`src/rtl/tmr_pkg.sv`:
```
package tmr_pkg;
  localparam int unsigned PSC_MAX_CODE = 4;
  localparam int unsigned PSC_W        = 2 * PSC_MAX_CODE + 2;
  localparam int unsigned CTRL_W       = 8;
  localparam int unsigned FLAG_BIT     = 8;
  localparam int unsigned CAPF_BIT     = 9;
  localparam int unsigned RSV_LO       = 10;

  localparam logic [1:0] W_RELOAD = 2'd0;
  localparam logic [1:0] W_COUNT  = 2'd1;
  localparam logic [1:0] W_CTRL   = 2'd2;
  localparam logic [1:0] W_CAPT   = 2'd3;

  typedef struct packed {
    logic [1:0] cap_ctl;
    logic       ie;
    logic [1:0] clk_src;
    logic [2:0] psc;
  } tmr_ctrl_t;

  function automatic logic [PSC_W-1:0] psc_last(input logic [2:0] code);
    logic [PSC_W-1:0] r;
    r = '0;
    for (int i = 0; i <= int'(PSC_MAX_CODE); i++) begin
      if (code == 3'(i)) r = PSC_W'((1 << (2 * i + 2)) - 1);
    end
    return r;
  endfunction
endpackage

```
`src/rtl/tmr_prescaler.sv`:
```
module tmr_prescaler
  import tmr_pkg::*;
(
  input  logic       clk,
  input  logic       rst_n,
  input  logic       run,
  input  logic       clear,
  input  logic [2:0] code,
  output logic       tick
);
  logic [PSC_W-1:0] phase_q, phase_d;
  logic             code_ok, at_last, adv_en;

  assign code_ok = (code <= 3'(PSC_MAX_CODE));
  assign at_last = (phase_q == psc_last(code));
  assign adv_en  = run && code_ok;
  assign tick    = adv_en && !clear && at_last;

  always_comb begin
    phase_d = phase_q;
    if (clear)        phase_d = '0;
    else if (adv_en)  phase_d = at_last ? '0 : phase_q + 1'b1;
  end

  always_ff @(posedge clk or negedge rst_n) begin
    if (!rst_n) phase_q <= '0;
    else        phase_q <= phase_d;
  end
endmodule

```
`src/rtl/tmr_down_counter.sv`:
```
module tmr_down_counter #(
  parameter int unsigned DATA_W = 32
) (
  input  logic              clk,
  input  logic              rst_n,
  input  logic              tick,
  input  logic              load_cnt,
  input  logic              load_reload,
  input  logic [DATA_W-1:0] wdata,
  output logic [DATA_W-1:0] cnt_q,
  output logic [DATA_W-1:0] reload_q,
  output logic              underflow
);
  logic [DATA_W-1:0] cnt_d, reload_d;
  logic              at_zero;

  assign at_zero   = (cnt_q == '0);
  assign underflow = tick && at_zero && !load_cnt;

  always_comb begin
    cnt_d = cnt_q;
    if (load_cnt)   cnt_d = wdata;
    else if (tick)  cnt_d = at_zero ? reload_q : cnt_q - 1'b1;
  end

  always_comb begin
    reload_d = reload_q;
    if (load_reload) reload_d = wdata;
  end

  always_ff @(posedge clk or negedge rst_n) begin
    if (!rst_n) begin
      cnt_q    <= '1;
      reload_q <= '1;
    end else begin
      cnt_q    <= cnt_d;
      reload_q <= reload_d;
    end
  end
endmodule

```
`src/rtl/tmr_ctrl_reg.sv`:
```
module tmr_ctrl_reg
  import tmr_pkg::*;
#(
  parameter int unsigned DATA_W     = 32,
  parameter bit          EXTCLK_EN  = 1'b0,
  parameter bit          CAPTURE_EN = 1'b1
) (
  input  logic              clk,
  input  logic              rst_n,
  input  logic              wr_en,
  input  logic [DATA_W-1:0] wdata,
  input  logic              set_flag,
  output tmr_ctrl_t         ctrl_q,
  output logic              flag_q,
  output logic              accept,
  output logic              reject
);
  tmr_ctrl_t  w_ctrl, ctrl_d;
  logic       flag_d;
  logic       psc_ok, src_ok, cap_ok, capf_ok, rsv_ok, legal;

  assign w_ctrl  = tmr_ctrl_t'(wdata[CTRL_W-1:0]);
  assign psc_ok  = (w_ctrl.psc <= 3'(PSC_MAX_CODE)) ||
                   (EXTCLK_EN && (w_ctrl.psc >= 3'd6));
  assign src_ok  = (w_ctrl.clk_src == 2'd0) || EXTCLK_EN;
  assign cap_ok  = (w_ctrl.cap_ctl == 2'd0) || (CAPTURE_EN && w_ctrl.cap_ctl[1]);
  assign capf_ok = !wdata[CAPF_BIT] || CAPTURE_EN;
  assign rsv_ok  = (wdata[DATA_W-1:RSV_LO] == '0);
  assign legal   = psc_ok && src_ok && cap_ok && capf_ok && rsv_ok;

  assign accept  = wr_en && legal;
  assign reject  = wr_en && !legal;

  always_comb begin
    ctrl_d = ctrl_q;
    flag_d = flag_q;
    if (accept) begin
      ctrl_d = w_ctrl;
      if (!wdata[FLAG_BIT]) flag_d = 1'b0;
    end
    if (set_flag) flag_d = 1'b1;
  end

  always_ff @(posedge clk or negedge rst_n) begin
    if (!rst_n) begin
      ctrl_q <= '0;
      flag_q <= 1'b0;
    end else begin
      ctrl_q <= ctrl_d;
      flag_q <= flag_d;
    end
  end
endmodule

```
`src/rtl/reload_timer_chan.sv`:
```
module reload_timer_chan
  import tmr_pkg::*;
#(
  parameter int unsigned DATA_W     = 32,
  parameter bit          EXTCLK_EN  = 1'b0,
  parameter bit          CAPTURE_EN = 1'b1
) (
  input  logic              clk,
  input  logic              rst_n,
  input  logic              start,
  input  logic              sel,
  input  logic              wr,
  input  logic [1:0]        reg_sel,
  input  logic [DATA_W-1:0] wdata,
  output logic [DATA_W-1:0] rdata,
  output logic              err,
  output logic              irq
);
  logic [1:0]        rst_pipe;
  logic              rst_int_n;
  logic              wr_reload, wr_count, wr_ctrl, wr_capt, hit_capt;
  logic              tick, underflow, accept, reject, flag_q;
  logic              err_d;
  tmr_ctrl_t         ctrl_q;
  logic [DATA_W-1:0] cnt_q, reload_q, cap_q;

  always_ff @(posedge clk or negedge rst_n) begin
    if (!rst_n) rst_pipe <= 2'b00;
    else        rst_pipe <= {rst_pipe[0], 1'b1};
  end
  assign rst_int_n = rst_pipe[1];

  assign wr_reload = sel && wr && (reg_sel == W_RELOAD);
  assign wr_count  = sel && wr && (reg_sel == W_COUNT);
  assign wr_ctrl   = sel && wr && (reg_sel == W_CTRL);
  assign hit_capt  = sel && (reg_sel == W_CAPT);
  assign wr_capt   = hit_capt && wr;

  tmr_prescaler u_psc (
    .clk   (clk),
    .rst_n (rst_int_n),
    .run   (start),
    .clear (accept),
    .code  (ctrl_q.psc),
    .tick  (tick)
  );

  tmr_down_counter #(.DATA_W(DATA_W)) u_cnt (
    .clk         (clk),
    .rst_n       (rst_int_n),
    .tick        (tick),
    .load_cnt    (wr_count),
    .load_reload (wr_reload),
    .wdata       (wdata),
    .cnt_q       (cnt_q),
    .reload_q    (reload_q),
    .underflow   (underflow)
  );

  tmr_ctrl_reg #(
    .DATA_W     (DATA_W),
    .EXTCLK_EN  (EXTCLK_EN),
    .CAPTURE_EN (CAPTURE_EN)
  ) u_ctrl (
    .clk      (clk),
    .rst_n    (rst_int_n),
    .wr_en    (wr_ctrl),
    .wdata    (wdata),
    .set_flag (underflow),
    .ctrl_q   (ctrl_q),
    .flag_q   (flag_q),
    .accept   (accept),
    .reject   (reject)
  );

  generate
    if (CAPTURE_EN) begin : g_capt
      logic [DATA_W-1:0] cap_d;
      always_comb begin
        cap_d = cap_q;
        if (wr_capt) cap_d = wdata;
      end
      always_ff @(posedge clk or negedge rst_int_n) begin
        if (!rst_int_n) cap_q <= '0;
        else            cap_q <= cap_d;
      end
      assign err_d = reject;
    end else begin : g_nocapt
      assign cap_q = '0;
      assign err_d = reject || hit_capt || wr_capt;
    end
  endgenerate

  always_ff @(posedge clk or negedge rst_int_n) begin
    if (!rst_int_n) err <= 1'b0;
    else            err <= err_d;
  end

  always_comb begin
    rdata = '0;
    unique case (reg_sel)
      W_RELOAD: rdata = reload_q;
      W_COUNT:  rdata = cnt_q;
      W_CTRL: begin
        rdata[CTRL_W-1:0] = ctrl_q;
        rdata[FLAG_BIT]   = flag_q;
        rdata[CAPF_BIT]   = 1'b0;
      end
      default:  rdata = cap_q;
    endcase
  end

  assign irq = flag_q && ctrl_q.ie;
endmodule

```
`config.mk`:
```
export PLATFORM = sky130hd
export DESIGN_NAME = reload_timer_chan
export DESIGN_NICKNAME = d
export VERILOG_FILES = /design/src/rtl/tmr_pkg.sv /design/src/rtl/tmr_prescaler.sv /design/src/rtl/tmr_down_counter.sv /design/src/rtl/tmr_ctrl_reg.sv /design/src/rtl/reload_timer_chan.sv
export SDC_FILE = /design/constraint.sdc
export NUM_CORES = 1
export LEC_CHECK = 0
export BUFFER_PORTS_ARGS = -buffer_cell sky130_fd_sc_hd__buf_2
export CAP_MARGIN = 20
export CORE_MARGIN = 3
export CORE_UTILIZATION = 35
export CTS_CLUSTER_DIAMETER = 40
export DETAILED_ROUTE_END_ITERATION = 7
export PLACE_DENSITY_LB_ADDON = 0.1
export SLEW_MARGIN = 20
export SYNTH_ARGS = -nofsm -noshare
export SYNTH_HDL_FRONTEND = slang
export SYNTH_SLANG_ARGS = --single-unit
```
`constraint.sdc`:
```
create_clock -name clk -period 3.4 [get_ports clk]
set_clock_uncertainty 0.15 [all_clocks]
set_input_delay 0.51 -clock clk [delete_from_list [all_inputs] [get_ports clk]]
set_output_delay 0.51 -clock clk [all_outputs]
set_load 0.01 [all_outputs]
```
==> key figures, run 1 <==
Yosys
  – Synth Net Count: 694
  – Syn Area/Cell: 10.39 µm²
  – Sequential area share after synthesis: 44.76%
  – Library cells used by synthesis: 62
  – Area leader, netlist: dfstp_2
  – Number of synthesized flops with an enable pin: 0
  – Synth Instances: 652
  – Top cells by area, synth: dfstp_2 25%, dfrtp_1 20%, mux2_2 14%, a22o_1 3.5%, a211oi_1 3.2%
  – Share of the synthesized area in the top cell type: 24.82%
  – Synthesis-stage register bit count: 118
  – Asr flop ratio synth: 100.0%
  – Mapped Area: 0.006776 mm²
  – Synth Flop Type: dfstp_2
  – Yosys warning count: 0

Setup path
  – Worst r2r src: u_ctrl.ctrl_q[2]
  – CP Max Fanout: 9
  – Crit end category: register
  – Reg2reg setup slack: 0.42 ns
  – WS Path Type: reg -> reg
  – Startpoint Class: register
  – WP data arrival: 3.17 ns
  – Reg-to-Reg End: u_cnt.cnt_q[20]
  – Critical Path RT: 3.59 ns
  – Worst r2r path cells: 7

Worst hold path
  – Worst Hold End: u_cnt.cnt_q[9]
  – Hold Path Stages: 3
  – Hold_sp: wdata[9]
  – Hold Path Class: in -> reg

Placement
  – Area of placed instances: 0.007510 mm²
  – Dpl cells: 965
  – Routability cong.: 0.8129
  – Port Buffers: 72
  – Post-detail-place hpwl: 14420 µm

Pwr
  – Logic pwr share: 21.0%
  – P_sw: 1.639 mW
  – Lkg Pwr: 3.412 nW
  – Power Internal: 3.984 mW
  – Post-layout power: 5.623 mW
  – Worst vdd ir: 0.4370 mV
  – Clk pwr share: 38.3%
  – Sw Ratio: 29.15%
  – Sequential share of power: 40.8%
  – PwrDens: 683.6 mW/mm²

Finish
  – Multi-input logic area: 0.003498 mm²
  – Synth-to-Final Area Change: 21.40%
  – Share of layout cells above drive strength 1: 41.87%
  – Design area: 0.008227 mm²
  – # diodes: 0
  – Nets: 767
  – Commonest non-fill, non-tap cell in the layout: mux2_2
  – Most frequent cells in the layout: 85 x mux2_2, 72 x buf_2, 64 x dfstp_2
  – Layout Cells excl Fill: 998
  – Fill cells: 1863
  – FF/Latch Area: 0.003037 mm²

Clock tree
  – CTS sink cnt: 118
  – Clock-pin transition on the worst setup and hold timing paths: 0.06 ns
  – CTS Buffer Depth: 2
  – CTS tree: yes
  – CTS H-tree lvls: 4
  – CTS root buf: clkbuf_16
  – TritonCTS buffer count: 17
  – Worst-skew pair later-pin latency: 0.42 ns

GRT
  – Pin count of the biggest net entering global routing: 64
  – GRT Total Usage: 20.00%
  – First-pass GRT wire length: 33470 µm
  – GRT overflow: 0
  – Vias in the first global route: 5741
  – Initial antenna violation count: 0

Drt
  – Residual DRC: 0
  – Final wirelength: 20740 µm
  – Vias per cell: 5.693
  – DRT iter0 DRCs: 572
  – Final ANT Viol Nets: 0
  – Total number of vias: 5682
  – Pre-antenna DRT Iters: 5
  – Routed wire per std cell: 20.79 µm

Timing
  – RSZ-0062 raised after global routing: no
  – Min Hold Slack: 0.2012 ns
  – Period minus WS final: 2.983 ns
  – Pin slew with the least headroom to its limit: 0.8620 ns
  – Setup TNS: 0 ns
  – Slew Limit Fails: 0
  – Fmax: 335.3 MHz
  – Fin crit share: 87.72%
  – Setup Viol. Count Final: 0
  – Slew headroom: 42.53%
  – Fin. Hold Viols: 0

Die
  – Initial Util: 35.87%
  – Io pins: 73
  – Core ar.: 0.01889 mm²
  – Die Width: 145.1 µm
  – Die height: 145.1 µm
  – Row cnt: 50
  – Die area: 0.02107 mm²

Outcome
  – Outcome: completed

Job
  – Max Cap Viol: 0
stage by stage:
step / setup WS (ns) / util [%]
after detailed placement: 0.4364 / 39.75
final: 0.4175 / 43.54
after floorplan: 0.7307 / -
after global routing: 0.2835 / 43.54
after CTS: 0.4505 / 43.52
after global placement: 0.4571 / 39.75
worst max-delay path by stage:
stage,depth (start not counted),to,startpoint,slack [ns]
after floorplan,8,u_cnt.cnt_q[27],u_cnt.cnt_q[19],0.73
after global placement,7,u_cnt.cnt_q[17],u_ctrl.ctrl_q[2],0.46
after detailed placement,6,u_psc.phase_q[5],u_ctrl.ctrl_q[1],0.44
after CTS,6,u_psc.phase_q[5],u_ctrl.ctrl_q[1],0.45
after global routing,7,u_cnt.cnt_q[17],u_ctrl.ctrl_q[2],0.28
final,7,u_cnt.cnt_q[20],u_ctrl.ctrl_q[2],0.42
state kept, by name, summed over array words and instances, names as in the netlist:
register / cells
rst_pipe: 2
u_cnt.cnt_q: 32
u_ctrl.ctrl_q: 8
u_ctrl.flag_q: 1
err: 1
u_psc.phase_q: 10
u_cnt.reload_q: 32
cap_q: 32
worst max-delay path, stage by stage, from the launching register on:
cell      delay (ns)
dfrtp_1         0.49
or3_1           0.42
a211o_1         0.30
a221oi_1        0.43
nand4_1         0.19
nor2_1          0.52
buf_4           0.30
a211oi_1        0.09
layout make-up:
class                   instances  area share, %
inverters                      12         0.5475
clock inverters                13          3.042
flip-flops and latches        118          36.91
multi-input cells             475          42.52
well taps                     260          3.954
repair buffers                101          7.513
clock buffers                  19          5.506
kinds of logic (layout without fill, tap and decap cells):
group                    Yosys count  after routing  synth area share [%]
flip-flops                       118            118                 44.76
buffers and inverters             59            145                 3.748
multiplexers                      96             96                 17.41
XOR/XNOR                           5              5                0.6464
other                              1              1               0.05534
adder cells (fa/ha/maj)            3              3                0.5540
AND/OR/NAND/NOR                  203            203                 15.60
AO/OA/AOI/OAI                    167            167                 17.23
cells in the mapped netlist (3+ instances only):
master	instances
mux2_2	85
dfstp_2	64
dfrtp_1	54
nor2_1	47
nand2_1	44
clkbuf_1	36
a211oi_1	29
o21ai_0	29
a22o_1	27
a21oi_1	25
nand3_1	20
nor4_1	18
nor3_1	13
inv_1	12
mux4_2	9
o22ai_1	9
a31oi_1	8
and2_1	8
o2111ai_1	8
or3_1	8
nand2b_1	7
nand4_1	7
o31ai_1	6
and3_1	5
buf_2	5
a211o_1	4
o21ai_1	4
or2_2	4
or4_1	4
and4_1	3
buf_1	3
ha_1	3
or4_4	3
xnor2_1	3
what timing repair did:
item                       CTS  global route
hold buffers                 1             0
gates resized for setup      0             0
buffers inserted             0             0
hold endpoints to repair     2             0
setup endpoints to repair    0             0
layer usage:
metal	track usage [%]	part of all wire, %	wire length (µm)
met1	27.61	46	9471
met2	31.76	47	9761
met3	3.685	5.1	1057
met4	6.838	2.2	454
met5	0	0	0
power groups by stage:
stage	Sequential (mW)	Combinational (mW)	Clock [mW]
after global placement	2.30	1.16	0
after floorplan	2.14	0.883	0
after CTS	2.29	1.19	2.19
final	2.29	1.18	2.15
after detailed placement	2.31	1.18	0
after global routing	2.35	1.31	2.26
(Power assumes the default switching activity.)
==> run 2, diff against run 1 <==
- SYNTH_HIERARCHICAL: default -> 1
==> key figures, run 2 <==
Drt
  – Total number of vias: 5596 (-1.5%)
  – Vias per cell: 5.596 (-1.7%)
  – Residual DRC: 0 (unchanged)
  – DRT iter0 DRCs: 417 (-27%)
  – Pre-antenna DRT Iters: 5 (unchanged)
  – Final wirelength: 20540 µm (-1.0%)
  – Final ANT Viol Nets: 0 (unchanged)
  – Routed wire per std cell: 20.54 µm (-1.2%)

Clock tree
  – CTS root buf: clkbuf_16
  – CTS H-tree lvls: 4 (unchanged)
  – Worst-skew pair later-pin latency: 0.42 ns (about the same)
  – CTS sink cnt: 118 (unchanged)
  – Clock-pin transition on the worst setup and hold timing paths: 0.06 ns (about the same)
  – TritonCTS buffer count: 17 (unchanged)
  – CTS tree: yes
  – CTS Buffer Depth: 2 (unchanged)

Yosys
  – Synth Flop Type: dfstp_2
  – Synthesis-stage register bit count: 118 (unchanged)
  – Library cells used by synthesis: 71 (+15%)
  – Synth Instances: 652 (unchanged)
  – Number of synthesized flops with an enable pin: 0 (unchanged)
  – Area leader, netlist: dfstp_2
  – Sequential area share after synthesis: 42.90% (-1.9 points)
  – Top cells by area, synth: dfstp_2 24%, dfrtp_1 19%, mux2_4 6.6%, mux2_2 6.4%, o21ai_0 3.6%
  – Most frequent cells after synthesis: 64 x dfstp_2, 54 x dfrtp_1, 51 x o21ai_0, 40 x mux2_2, 40 x nor2_1
  – Asr flop ratio synth: 100.0% (unchanged)
  – Syn Area/Cell: 10.84 µm² (+4.3%)
  – Synth Net Count: 694 (unchanged)
  – Most numerous cell in the Yosys netlist: dfstp_2
  – Share of the synthesized area in the top cell type: 23.79% (-1.0 points)
  – Yosys warning count: 6 (+6)
  – Mapped Area: 0.007069 mm² (+4.3%)

Finish
  – Most frequent cells in the layout: 72 x buf_2, 64 x dfstp_2, 53 x dfrtp_1
  – Nets: 764 (-0.39%)
  – Share of layout cells above drive strength 1: 40.00% (-1.9 points)
  – Commonest non-fill, non-tap cell in the layout: buf_2
  – Synth-to-Final Area Change: 18.78%
  – Largest registers: cap_q (32), u_cnt/cnt_q (32), u_cnt/reload_q (32)
  – Fill cells: 1917 (+2.9%)
  – # diodes: 0 (unchanged)

Worst hold path
  – Worst Hold End: u_cnt/cnt_q[29]
  – Hold Path Class: in -> reg
  – Hold Path Stages: 3 (unchanged)
  – Hold_sp: wdata[29]

Setup path
  – Slowest stage delay, CP: 0.76 ns (+0.24 ns)
  – Reg2reg setup slack: 0.39 ns (-0.02 ns)
  – Critical path's slowest cell: or4b_2
  – Startpoint Class: register
  – WS Path Type: reg -> reg
  – WP data arrival: 3.20 ns (+0.03 ns)
  – Reg-to-Reg End: u_cnt/cnt_q[18]
  – Crit end category: register
  – CP cell instances: inv_1, ha_1, or4b_2, nor3_1, buf_4, nand4b_1, xnor2_1, nor2_1, o21ai_0
  – Worst r2r path cells: 9 (+2)
  – CP Max Fanout: 6 (-3)
  – Worst r2r src: u_cnt/cnt_q[0]
  – Critical Path RT: 3.59 ns (about the same)

Timing
  – Fin crit share: 88.43% (+0.70 points)
  – Fmax: 332.6 MHz (-0.80%)
  – Fin. Hold Viols: 0 (unchanged)
  – Period minus WS final: 3.006 ns (+0.02391 ns)
  – Slew headroom: 34.29% (-8.2 points)
  – RSZ-0062 raised after global routing: no
  – Setup Viol. Count Final: 0 (unchanged)
  – Pin slew with the least headroom to its limit: 0.9837 ns (+0.1216 ns)
  – Slew Limit Fails: 0 (unchanged)
  – Final worst slack: 0.3935 ns (-0.02391 ns)

GRT
  – GRT Total Usage: 19.14% (-0.86 points)
  – GRT overflow: 0 (unchanged)
  – Pin count of the biggest net entering global routing: 67 (+4.7%)
  – Initial antenna violation count: 0 (unchanged)
  – Vias in the first global route: 5772 (+0.54%)
  – First-pass GRT wire length: 32820 µm (-2.0%)

Die
  – Initial Util: 35.97% (+0.10 points)
  – Die height: 148.1 µm (+2.0%)
  – Row cnt: 51 (+2.0%)
  – Core ar.: 0.01965 mm² (+4.0%)
  – Die Width: 148.1 µm (+2.0%)
  – Die area: 0.02194 mm² (+4.1%)
  – Io pins: 73 (unchanged)

Placement
  – Setup Slack @ Placement: -0.05818 ns (-0.4946 ns)
  – Routability cong.: 0.8322 (+2.4%)
  – Post-detail-place hpwl: 13790 µm (-4.4%)
  – Port Buffers: 72 (unchanged)

Pwr
  – Worst vdd ir: 0.3794 mV (-13%)
  – Post-layout power: 6.263 mW (+11%)
  – PwrDens: 745.9 mW/mm² (+9.1%)
  – Lkg Pwr: 3.484 nW (+2.1%)

Job
  – Max Cap Viol: 0 (unchanged)

Outcome
  – Outcome: completed
==> run 2: stage by stage <==
step / cells / setup TNS, ns / hold slack [ns] / cell area (µm²) / util (%)
floorplan: 652 / 0 / 0.06441 / 7071 / -
global placement: 964 / 0 / 0.1464 / 7700 / 39.18
detailed placement: 964 / -0.2516 / 0.1474 / 7700 / 39.18
CTS: 997 / 0 / 0.1802 / 8374 / 42.61
global route: 1000 / 0 / 0.2034 / 8397 / 42.72
finish: 1000 / 0 / 0.1950 / 8397 / 42.72
==> run 2: how the worst max path moves through the flow <==
stage                      from               to  slack, ns
6_report         u_cnt/cnt_q[0]  u_cnt/cnt_q[18]       0.39
3_5_place_dp   u_ctrl/ctrl_q[1]  u_cnt/cnt_q[19]      -0.06
4_1_cts        u_ctrl/ctrl_q[1]  u_cnt/cnt_q[16]       0.16
3_3_place_gp   u_ctrl/ctrl_q[1]  u_cnt/cnt_q[19]       0.07
5_1_grt          u_cnt/cnt_q[0]  u_cnt/cnt_q[16]       0.23
2_1_floorplan        reg_sel[0]    u_ctrl/flag_q       0.29
==> run 2: what timing repair did <==
| action | CTS | global route |
|---|---|---|
| endpoints found under the setup margin | 9 | 9 |
| resized for setup | 1 | 0 |
| hold endpoints to repair | 2 | 0 |
| buffers inserted | 0 | 3 |
| hold buffers | 1 | 0 |
| pin swaps | 0 | 1 |
==> run 2: layout make-up <==
cell class	instances	area [µm²]	area share (%)
Inverter	6	22.52	0.2682
Sequential cell	118	3037	36.16
Tap cell	265	331.6	3.949
Timing Repair Buffer	99	578.1	6.884
Clock buffer	21	460.4	5.484
Clock inverter	11	197.7	2.354
Multi-Input combinational cell	480	3770	44.90
==> run 2: routing by layer <==
layer	track usage, %	vias up	wire length, µm
li1	-	2583	-
met1	26.61	2858	9803
met2	30.55	135	9635
met3	3.778	20	833
met4	5.497	0	261
met5	0	-	0
==> run 2: cells by family (layout without fill, tap and decap cells) <==
logic type | count (synthesis) | after routing | share of synthesized area (%)
AND/OR/NAND/NOR | 205 | 205 | 17.29
multiplexers | 105 | 105 | 19.36
buffers and inverters | 54 | 137 | 4.071
adder cells (fa/ha/maj) | 3 | 3 | 0.5310
flip-flops | 118 | 118 | 42.90
other | 1 | 1 | 0.05305
XOR/XNOR | 22 | 22 | 2.726
AO/OA/AOI/OAI | 144 | 144 | 13.06
==> run 2: worst max-delay path: cells and delay by family (launching register included) <==
| family | cells | cell delay, ns |
|---|---|---|
| AO/OA/AOI/OAI | 1 | 0.18 |
| XOR/XNOR | 1 | 0.16 |
| adder cells (fa/ha/maj) | 1 | 0.23 |
| buffers and inverters | 2 | 0.36 |
| flip-flops | 1 | 0.39 |
| AND/OR/NAND/NOR | 4 | 1.46 |
==> run 2: where the power goes <==
part | internal [mW] | switching, mW
clock | 1.34 | 0.680
combinational | 0.902 | 0.894
sequential | 1.97 | 0.475
==> run 3, diff against run 2 <==
- CTS_BUF_LIST: default -> sky130_fd_sc_hd__clkbuf_8
==> key figures, run 3 (synthesis results as in run 2) <==
Setup path
  – WP data arrival: 3.24 ns (+0.04 ns)
  – Worst r2r src: u_cnt/cnt_q[0]
  – Reg2reg setup slack: 0.38 ns (-0.02 ns)
  – Launch point of the critical path: u_cnt/cnt_q[0]
  – Crit end category: register
  – Worst r2r path cells: 9 (unchanged)
  – CP Max Fanout: 6 (unchanged)
  – Startpoint Class: register
  – CP endpoint: u_cnt/cnt_q[18]
  – Reg-to-Reg End: u_cnt/cnt_q[18]
  – WS Path Type: reg -> reg
  – Critical Path RT: 3.62 ns (+0.03 ns)

Pwr
  – Power Internal: 3.778 mW (-10%)
  – Logic pwr share: 31.2% (+2.5 points)
  – Sw Ratio: 34.44% (+1.7 points)
  – Post-layout power: 5.762 mW (-8.0%)
  – Lkg Pwr: 3.405 nW (-2.3%)
  – Sequential share of power: 42.4% (+3.4 points)
  – P_sw: 1.984 mW (-3.2%)
  – Worst vdd ir: 0.3039 mV (-20%)
  – PwrDens: 702.2 mW/mm² (-5.9%)
  – Clk pwr share: 26.4% (-5.9 points)

Finish
  – Commonest non-fill, non-tap cell in the layout: buf_2
  – Most frequent cells in the layout: 72 x buf_2, 64 x dfstp_2, 53 x dfrtp_1
  – Largest registers: cap_q (32), u_cnt/cnt_q (32), u_cnt/reload_q (32)
  – Synth-to-Final Area Change: 16.07%
  – Nets: 764 (unchanged)
  – Share of layout cells above drive strength 1: 40.00% (unchanged)
  – # diodes: 0 (unchanged)
  – Layout Cells excl Fill: 1000 (unchanged)

GRT
  – First-pass GRT wire length: 32660 µm (-0.48%)
  – Pin count of the biggest net entering global routing: 67 (unchanged)
  – GRT Total Usage: 19.06% (-0.081 points)
  – Vias in the first global route: 5755 (-0.29%)
  – GRT overflow: 0 (unchanged)
  – Initial antenna violation count: 0 (unchanged)

Timing
  – Fin. Hold Viols: 0 (unchanged)
  – Pin slew with the least headroom to its limit: 0.9983 ns (+0.01458 ns)
  – RSZ-0062 raised after global routing: no
  – Fin crit share: 88.97% (+0.54 points)
  – Slew headroom: 33.32% (-0.97 points)
  – Period minus WS final: 3.025 ns (+0.01839 ns)
  – Fmax: 330.6 MHz (-0.61%)
  – Slew Limit Fails: 0 (unchanged)
  – Setup Viol. Count Final: 0 (unchanged)

Worst hold path
  – Hold Path Class: in -> reg
  – Hold Path Stages: 3 (unchanged)
  – Hold_sp: wdata[29]

Clock tree
  – CTS H-tree lvls: 4 (unchanged)
  – CTS root buf: clkbuf_8
  – Clock-pin transition on the worst setup and hold timing paths: 0.08 ns (+0.02 ns)
  – CTS tree: yes
  – CTS sink cnt: 118 (unchanged)
  – TritonCTS buffer count: 17 (unchanged)
  – CTS Buffer Depth: 2 (unchanged)
  – Worst-skew pair later-pin latency: 0.45 ns (+0.03 ns)

Drt
  – Routed wire per std cell: 20.45 µm (-0.40%)
  – Pre-antenna DRT Iters: 5 (unchanged)
  – Final wirelength: 20450 µm (-0.40%)
  – DRT iter0 DRCs: 427 (+2.4%)
  – Residual DRC: 0 (unchanged)
  – Vias per cell: 5.592 (about the same)
  – Total number of vias: 5592 (-0.071%)
  – Final ANT Viol Nets: 0 (unchanged)

Placement
  – Routability cong.: 0.8322 (unchanged)
  – Dpl cells: 964 (unchanged)
  – Post-detail-place hpwl: 13790 µm (unchanged)
  – Port Buffers: 72 (unchanged)

Die
  – Row cnt: 51 (unchanged)
  – Io pins: 73 (unchanged)
  – Die Width: 148.1 µm (unchanged)
  – Initial Util: 35.97% (unchanged)
  – Die area: 0.02194 mm² (unchanged)
  – Die height: 148.1 µm (unchanged)
  – Core ar.: 0.01965 mm² (unchanged)

Outcome
  – Outcome: completed

Job
  – Max Cap Viol: 0 (unchanged)
[run 3: worst min path at each step]
stage                            to  slack [ns]
detailed placement      rst_pipe[0]        0.15
CTS                 u_cnt/cnt_q[29]        0.13
floorplan               rst_pipe[0]        0.06
global route        u_cnt/cnt_q[29]        0.16
finish              u_cnt/cnt_q[29]        0.17
global placement        rst_pipe[0]        0.15
[run 3: area by class of cell]
class	instances	area, µm²
clock inverters	13	205.2
flip-flops and latches	118	3037
inverters	6	22.52
clock buffers	19	261.5
fillers	1950	11450
well taps	265	331.6
repair buffers	99	578.1
multi-input cells	480	3770
[run 3: what timing repair did]
action,CTS,global route
endpoints found under the setup margin,9,9
pin swaps,0,1
gates resized for setup,1,0
buffers inserted,0,3
hold buffers,1,0
hold endpoints to repair,2,0
[run 3: layer usage]
metal / share of wire, % / vias to the layer above / track usage [%]
met4: 1.3 / 0 / 5.219
met1: 47 / 2829 / 26.53
li1: - / 2584 / -
met2: 47 / 160 / 30.60
met5: 0 / - / 0
met3: 4.8 / 19 / 3.656
[run 3: critical path, stage by stage, from the launching register on]
cell	delay, ns
dfstp_2	0.40
inv_1	0.10
ha_1	0.24
or4b_2	0.76
nor3_1	0.54
buf_4	0.25
nand4b_1	0.12
xnor2_1	0.16
nor2_1	0.05
o21ai_0	0.18
[run 3: per-stage QoR]
step	setup WS (ns)	TNS [ns]	cell area [µm²]	hold WS, ns	util [%]
global placement	0.07216	0	7700	0.1464	39.18
floorplan	0.2923	0	7071	0.06441	-
finish	0.3752	0	8205	0.1692	41.75
CTS	0.1603	0	8183	0.1312	41.63
global route	0.2311	0	8205	0.1563	41.75
detailed placement	-0.05818	-0.2516	7700	0.1474	39.18
[run 3: power by group through the flow]
stage,logic [mW],registers [mW],clock network (mW)
6_report,1.80,2.44,1.52
2_1_floorplan,1.38,2.27,0
5_1_grt,1.99,2.51,1.64
3_5_place_dp,1.78,2.46,0
3_3_place_gp,1.75,2.45,0
4_1_cts,1.79,2.44,1.57
